==> src/rtl/burst_framer_pkg.sv <==
package burst_framer_pkg;

  localparam int unsigned WORD_W = 64;
  localparam int unsigned CRC_W  = 24;
  localparam logic [CRC_W-1:0] CRC_POLY = 24'h328B63;
  localparam logic [CRC_W-1:0] CRC_SEED = 24'hFFFFFF;

  typedef enum logic [1:0] {
    ST_IDLE,
    ST_DATA,
    ST_EOP,
    ST_PAD
  } seq_state_e;

  typedef enum logic [1:0] {
    EM_NONE,
    EM_DATA,
    EM_CTRL
  } emit_e;

  typedef struct packed {
    logic sop;
    logic eop;
    logic idle;
  } ctrl_sel_t;

  // One 64-bit word folded into a CRC-24, most significant bit first.
  function automatic logic [CRC_W-1:0] crc24_fold(input logic [CRC_W-1:0] crc_in,
                                                  input logic [WORD_W-1:0] word);
    logic [CRC_W-1:0] c;
    logic fb;
    c = crc_in;
    for (int b = WORD_W - 1; b >= 0; b--) begin
      fb = c[CRC_W-1] ^ word[b];
      c  = {c[CRC_W-2:0], 1'b0} ^ (fb ? CRC_POLY : '0);
    end
    return c;
  endfunction

  // Control word with an all-zero CRC field.
  function automatic logic [WORD_W-1:0] ctrl_template(input ctrl_sel_t sel,
                                                      input logic [7:0] chan);
    logic [WORD_W-1:0] w;
    w        = '0;
    w[63]    = 1'b1;
    w[62]    = 1'b1;
    w[61]    = sel.sop;
    w[60:57] = sel.eop ? 4'b1000 : 4'b0000;
    w[39:32] = chan;
    w[31]    = sel.idle;
    return w;
  endfunction

endpackage

==> src/rtl/burst_seq.sv <==
module burst_seq
  import burst_framer_pkg::*;
#(
  parameter int unsigned BURST_MAX   = 32,
  parameter int unsigned BURST_SHORT = 4
) (
  input  logic      clk,
  input  logic      rst_n,
  input  logic      enable_i,
  input  logic      in_valid_i,
  input  logic      in_sop_i,
  input  logic      in_eop_i,
  output logic      in_rd_o,
  output emit_e     emit_o,
  output ctrl_sel_t sel_o
);

  localparam int unsigned CNT_W = $clog2(BURST_MAX + 1);
  localparam logic [CNT_W-1:0] CNT_MAX   = CNT_W'(BURST_MAX);
  localparam logic [CNT_W-1:0] CNT_SHORT = CNT_W'(BURST_SHORT);

  seq_state_e       st_q, st_d;
  logic [CNT_W-1:0] cnt_q, cnt_d, cnt_inc;
  logic             cnt_en;

  assign cnt_inc = cnt_q + 1'b1;

  always_comb begin
    st_d    = st_q;
    cnt_d   = cnt_q;
    in_rd_o = 1'b0;
    emit_o  = EM_NONE;
    sel_o   = '0;
    unique case (st_q)
      ST_IDLE: begin
        if (enable_i && in_valid_i) begin
          if (in_sop_i) begin
            emit_o    = EM_CTRL;
            sel_o.sop = 1'b1;
            cnt_d     = '0;
            st_d      = ST_DATA;
          end else begin
            in_rd_o = 1'b1;
          end
        end
      end
      ST_DATA: begin
        if (cnt_q == CNT_MAX) begin
          emit_o = EM_CTRL;
          cnt_d  = '0;
        end else if (in_valid_i) begin
          emit_o  = EM_DATA;
          in_rd_o = 1'b1;
          cnt_d   = cnt_inc;
          if (in_eop_i) begin
            st_d = ST_EOP;
          end
        end
      end
      ST_EOP: begin
        emit_o    = EM_CTRL;
        sel_o.eop = 1'b1;
        st_d      = (cnt_q < CNT_SHORT) ? ST_PAD : ST_IDLE;
      end
      ST_PAD: begin
        emit_o     = EM_CTRL;
        sel_o.idle = 1'b1;
        cnt_d      = cnt_inc;
        if (cnt_inc >= CNT_SHORT) begin
          st_d = ST_IDLE;
        end
      end
      default: begin
        st_d = ST_IDLE;
      end
    endcase
  end

  assign cnt_en = (emit_o != EM_NONE);

  always_ff @(posedge clk or negedge rst_n) begin
    if (!rst_n) begin
      st_q <= ST_IDLE;
    end else begin
      st_q <= st_d;
    end
  end

  always_ff @(posedge clk or negedge rst_n) begin
    if (!rst_n) begin
      cnt_q <= '0;
    end else if (cnt_en) begin
      cnt_q <= cnt_d;
    end
  end

endmodule

==> src/rtl/burst_crc.sv <==
module burst_crc
  import burst_framer_pkg::*;
#(
  parameter logic [7:0] CHANNEL = 8'h01
) (
  input  logic              clk,
  input  logic              rst_n,
  input  emit_e             emit_i,
  input  ctrl_sel_t         sel_i,
  input  logic [WORD_W-1:0] data_i,
  output logic [WORD_W-1:0] word_o,
  output logic              is_ctrl_o
);

  logic [CRC_W-1:0]  crc_q, crc_d;
  logic              crc_en;
  logic [WORD_W-1:0] ctrl_zero;
  logic [CRC_W-1:0]  ctrl_crc;

  assign ctrl_zero = ctrl_template(sel_i, CHANNEL);
  assign ctrl_crc  = crc24_fold(crc_q, ctrl_zero);

  always_comb begin
    crc_d = crc_q;
    if (emit_i == EM_DATA) begin
      crc_d = crc24_fold(crc_q, data_i);
    end else if (emit_i == EM_CTRL) begin
      crc_d = CRC_SEED;
    end
  end

  assign crc_en = (emit_i != EM_NONE);

  always_ff @(posedge clk or negedge rst_n) begin
    if (!rst_n) begin
      crc_q <= CRC_SEED;
    end else if (crc_en) begin
      crc_q <= crc_d;
    end
  end

  assign is_ctrl_o = (emit_i == EM_CTRL);
  assign word_o    = is_ctrl_o ? {ctrl_zero[WORD_W-1:CRC_W], ctrl_crc} : data_i;

endmodule

==> src/rtl/burst_outreg.sv <==
module burst_outreg
  import burst_framer_pkg::*;
(
  input  logic              clk,
  input  logic              rst_n,
  input  emit_e             emit_i,
  input  logic [WORD_W-1:0] word_i,
  input  logic              ctrl_i,
  output logic              out_valid_o,
  output logic              out_ctrl_o,
  output logic [WORD_W-1:0] out_data_o
);

  logic load;

  assign load = (emit_i != EM_NONE);

  always_ff @(posedge clk or negedge rst_n) begin
    if (!rst_n) begin
      out_valid_o <= 1'b0;
    end else begin
      out_valid_o <= load;
    end
  end

  always_ff @(posedge clk or negedge rst_n) begin
    if (!rst_n) begin
      out_ctrl_o <= 1'b0;
      out_data_o <= '0;
    end else if (load) begin
      out_ctrl_o <= ctrl_i;
      out_data_o <= word_i;
    end
  end

endmodule

==> src/rtl/burst_framer.sv <==
module burst_framer
  import burst_framer_pkg::*;
#(
  parameter int unsigned BURST_MAX   = 32,
  parameter int unsigned BURST_SHORT = 4,
  parameter logic [7:0]  CHANNEL     = 8'h01
) (
  input  logic        clk,
  input  logic        rst_n,
  input  logic        enable_i,
  input  logic        in_valid_i,
  input  logic [63:0] in_data_i,
  input  logic        in_sop_i,
  input  logic        in_eop_i,
  output logic        in_rd_o,
  output logic        out_valid_o,
  output logic        out_ctrl_o,
  output logic [63:0] out_data_o
);

  generate
    if (BURST_SHORT < 1 || BURST_SHORT >= BURST_MAX) begin : g_bad_lengths
      $error("burst_framer: need 1 <= BURST_SHORT < BURST_MAX");
    end
  endgenerate

  emit_e             emit;
  ctrl_sel_t         sel;
  logic [WORD_W-1:0] word;
  logic              is_ctrl;

  burst_seq #(
    .BURST_MAX  (BURST_MAX),
    .BURST_SHORT(BURST_SHORT)
  ) seq_i (
    .clk       (clk),
    .rst_n     (rst_n),
    .enable_i  (enable_i),
    .in_valid_i(in_valid_i),
    .in_sop_i  (in_sop_i),
    .in_eop_i  (in_eop_i),
    .in_rd_o   (in_rd_o),
    .emit_o    (emit),
    .sel_o     (sel)
  );

  burst_crc #(
    .CHANNEL(CHANNEL)
  ) crc_i (
    .clk      (clk),
    .rst_n    (rst_n),
    .emit_i   (emit),
    .sel_i    (sel),
    .data_i   (in_data_i),
    .word_o   (word),
    .is_ctrl_o(is_ctrl)
  );

  burst_outreg out_i (
    .clk        (clk),
    .rst_n      (rst_n),
    .emit_i     (emit),
    .word_i     (word),
    .ctrl_i     (is_ctrl),
    .out_valid_o(out_valid_o),
    .out_ctrl_o (out_ctrl_o),
    .out_data_o (out_data_o)
  );

endmodule

==> config.mk <==
export PLATFORM = sky130hd
export DESIGN_NAME = burst_framer
export DESIGN_NICKNAME = d
export VERILOG_FILES = /design/src/rtl/burst_framer_pkg.sv /design/src/rtl/burst_seq.sv /design/src/rtl/burst_crc.sv /design/src/rtl/burst_outreg.sv /design/src/rtl/burst_framer.sv
export SDC_FILE = /design/constraint.sdc
export NUM_CORES = 1
export LEC_CHECK = 0
export BUFFER_PORTS_ARGS = -buffer_cell sky130_fd_sc_hd__buf_2
export CORE_UTILIZATION = 25
export DETAILED_ROUTE_END_ITERATION = 8
export HOLD_SLACK_MARGIN = 0.03
export PLACE_DENSITY = 0.38
export SETUP_SLACK_MARGIN = 0.15
export SLEW_MARGIN = 25
export SYNTH_ARGS = -nofsm -noshare
export SYNTH_HDL_FRONTEND = slang
export SYNTH_SLANG_ARGS = --single-unit
==> constraint.sdc <==
create_clock -name clk -period 6.4 [get_ports clk]
set_input_delay 0.96 -clock clk [delete_from_list [all_inputs] [get_ports clk]]
set_output_delay 0.96 -clock clk [all_outputs]
set_load 0.005 [all_outputs]
==> impl_metrics.py <==
metrics = {
    "clocking": {
        "cts_hold_buf": 0,
        "cts_buffer_depth": 2,
        "clkLatencyLatePin_ns": 0.41,
        "cts.htree.levels": 3,
        "cts_buffers": 9,
        "clk_pin_slew_ns": 0.08,
        "cts_tree": "built",
        "root_buffer": "clkbuf_16",
        "clock-sinks": 98,
    },
    "outcome": {
        "outcome": "finished, violations left",
        "violations": "setup timing",
    },
    "cells_and_area": {
        "fillCellCount": 6352,
        "drive_above_1_share_pct": 61.0,
        "antennaDiodeCount": 0,
        "multiInputGateArea_um2": 16700,
        "area_delta_synth_final_pct": 63.0,
        "area.sequential_um2": 2480,
        "nets": 2256,
    },
    "grt": {
        "grt_pass1_vias": 13300,
        "antenna_found_initial": 1,
        "grt_first_pass_wirelength_um": 90200,
        "grt_usage_pct": 18.2,
        "grt-ovfl-total": 0,
        "grt_max_degree": 76,
    },
    "flow_run": {
        "cap_violations": 0,
    },
    "hold_path": {
        "hold_path.class": "flop to flop",
    },
    "setup_path": {
        "cpMostUsedCell": "xnor3_2",
        "start_kind": "input port",
        "slowest_delay_ns": 0.51,
        "required_ns": 6.72,
        "cp_slowest_cell": "xnor3_2",
        "worstPathMaxFanout": 4,
        "crit_buf_inv": 4,
        "end_kind": "flop",
        "critPathTopFamily": "XOR/XNOR gates",
        "crit_chain": "buf_12, xnor2_4, buf_6, xor3_2, buf_12, xnor2_4, xnor3_2, xnor3_4, xnor2_4, xnor3_2, xnor3_2, xnor3_2, xor3_2, buf_6, xnor3_1, xnor3_2, xnor2_4, xnor3_2, xnor3_1, a2bb2oi_1",
        "worstPathArrival_ns": 6.96,
        "critPathKind": "input port to flop",
    },
    "drt": {
        "drcViolationCount": 0,
        "top_layer": "met4",
        "firstDrtPassIters": 5,
        "drt-wirelength-per-cell_um": 20.3,
        "initialDrtViolationCount": 679,
        "wl_met3_um": 1690,
        "met2WireLength_um": 27900,
        "met1_length_um": 31400,
        "via_count": 12600,
        "ant_nets": 0,
        "drt-total-wl_um": 61900,
        "viasPerCell": 4.15,
    },
    "timing": {
        "min_period_ns": 6.64,
        "timing.fmax_mhz": 151,
        "relSlewSlack_pct": 43.2,
        "rsz0062_at_grt": "true",
        "period_share_pct": 104,
        "skew_ns": 0.0163,
        "setup_ws_ns": -0.242,
        "drv_slew": 0,
        "hold_violations": 0,
        "report.final.setup_viol": 20,
        "worst_pin_slew_ns": 0.853,
    },
    "floorplan": {
        "start_util_pct": 25.5,
        "coreArea_um2": 66200,
        "ioPinCount": 137,
        "rows": 94,
        "die_height_um": 262,
        "die_w_um": 262,
        "dieArea_um2": 68500,
    },
    "synthesis": {
        "synth.avg_cell_area_um2": 12.7,
        "synth.distinct_cells": 50,
        "synth.area.mux_share_pct": 0.831,
        "yosys.area_share.adder_pct": 0.371,
        "synthCells": 1333,
        "synth_xor_area_share_pct": 74.1,
        "syn_nets": 1408,
        "synth_area_um2": 16900,
        "synthFlopType": "dfrtp_1",
        "synth_seq_cells": 98,
        "synth-seq-area-share_pct": 14.7,
        "synthArstFlopShare_pct": 100,
        "synthSimpleGateAreaFrac_pct": 4.28,
        "yosys_warnings": 0,
        "synth-edff-count": 0,
        "synth_top_family_by_area": "XOR/XNOR gates",
        "synth_compound_area_share_pct": 4.11,
    },
    "placed_design": {
        "place_ws_ns": -0.921,
        "gp_congestion": 0.826,
        "port_buffers": 136,
        "dp_hpwl_um": 51200,
    },
}
## tightest hold or removal path: stages (launching register included)
cell and delay (ns):
dfrtp_1 0.35, nand2_1 0.05, nand2_1 0.05
## cell type report
cell class / count / area share [%]
clock buffers: 9 / 0.819
clock inverters: 7 / 0.296
well taps: 864 / 3.93
repair buffers: 885 / 25.2
inverters: 11 / 0.150
flip-flops and latches: 98 / 9.03
multi-input cells: 1176 / 60.6
## through the flow
step	hold slack [ns]	setup TNS (ns)	instance area, um2	cells	utilization, %
finish	0.483	-2.18	27500	3050	41.5
global route	0.502	-6.31	27500	3050	41.5
CTS	0.488	-1.10	25800	2966	39.0
detailed placement	0.466	-26.48	23400	2842	35.3
global placement	0.461	-25.84	23400	2842	35.3
floorplan	0.473	-1.22	17400	1333	-
## layout by cell type (no fill, tap or decap), drive strengths merged, types with 2 or more instances in the layout
cell	n
ha	5
nand3	13
buf	885
and2	2
and3	2
nand2	106
a21o	5
nor2	29
o21a	9
o21ai	65
o211ai	2
xnor2	414
or2	2
nor3b	3
dfstp	24
a21oi	14
dfrtp	74
nor3	3
a2bb2oi	8
inv	11
xnor3	271
a211oi	5
nor2b	2
mux2i	14
clkinv	7
clkbuf	9
nand2b	3
nand3b	2
xor3	43
a31oi	6
xor2	140
## layer usage
metal	global-route usage [%]	up-vias
met4	3.63	0
met2	28.4	194
met1	27.5	6276
met3	1.42	33
met5	0	-
li1	-	6146
## synth_stat cells, types with 2 or more instances
| cell type | number | share of area, % |
|---|---|---|
| xnor2_1 | 374 | 19 |
| xnor3_4 | 2 | 0.31 |
| xnor3_1 | 241 | 32 |
| xor3_1 | 39 | 5.5 |
| xnor2_2 | 34 | 3.3 |
| and2_1 | 2 | 0.074 |
| xnor3_2 | 28 | 3.9 |
| nand2_1 | 106 | 2.4 |
| mux2i_1 | 14 | 0.83 |
| a31oi_1 | 6 | 0.22 |
| a2bb2oi_1 | 8 | 0.42 |
| and3_1 | 2 | 0.074 |
| xor2_1 | 128 | 6.6 |
| a211oi_1 | 5 | 0.22 |
| nor3_1 | 3 | 0.089 |
| buf_2 | 6 | 0.18 |
| a21oi_1 | 14 | 0.42 |
| o21a_1 | 9 | 0.40 |
| xor3_2 | 4 | 0.59 |
| nand3b_1 | 2 | 0.089 |
| a21o_1 | 5 | 0.22 |
| xor2_4 | 2 | 0.33 |
| buf_1 | 4 | 0.089 |
| or2_2 | 2 | 0.074 |
| nand3_1 | 13 | 0.39 |
| inv_1 | 9 | 0.20 |
| o21ai_0 | 63 | 1.9 |
| nand2b_1 | 3 | 0.11 |
| dfstp_2 | 24 | 3.7 |
| clkbuf_1 | 29 | 0.65 |
| xor2_2 | 10 | 0.96 |
| dfrtp_1 | 74 | 11 |
| o21ai_1 | 2 | 0.059 |
| nor3b_1 | 3 | 0.13 |
| clkinv_1 | 2 | 0.045 |
| nor2b_1 | 2 | 0.074 |
| buf_4 | 8 | 0.36 |
| ha_1 | 5 | 0.37 |
| o211ai_1 | 2 | 0.089 |
| nor2_1 | 29 | 0.65 |
| xnor2_4 | 6 | 0.98 |
## cells by family (layout without fill, tap and decap cells)
group                    count (synthesis)  after routing
AND/OR/NAND/NOR                        171            171
buffers and inverters                   59            912
multiplexers                            14             14
XOR/XNOR                               868            868
adder cells (fa/ha/maj)                  5              5
AO/OA/AOI/OAI                          118            118
flip-flops                              98             98
## flip-flops by register name, summed over array words and instances (netlist names)
signal             flops
crc_i.crc_q           24
seq_i.st_q             2
seq_i.cnt_q            6
out_i.out_ctrl_o       1
out_i.out_valid_o      1
out_i.out_data_o      64
## what timing repair did
action / in CTS / in global routing
resized for setup: 225 / 176
buffers inserted: 108 / 85
pin swaps: 111 / 127
setup endpoints to repair: 48 / 48
hold endpoints to repair: 0 / 0
cloned: 0 / 0
## path summary, 6_finish.rpt
| kind | start | end | slack [ns] | cells after the start |
|---|---|---|---|---|
| max reg2reg | crc_i.crc_q[14] | crc_i.crc_q[7] | -0.20 | 19 |
| min | out_i.out_ctrl_o | out_i.out_ctrl_o | 0.48 | 2 |
| min reg2reg | out_i.out_ctrl_o | out_i.out_ctrl_o | 0.48 | 2 |
| max in group asynchronous | rst_n | out_i.out_data_o[23] | 4.67 | 2 |
| min in group asynchronous | rst_n | out_i.out_data_o[37] | 0.55 | 1 |
| max | in_data_i[54] | crc_i.crc_q[7] | -0.24 | 20 |
Power is left out: the tool's default activity adds up to more than one toggle a clock period on the data nets, which glitch-free logic cannot reach.
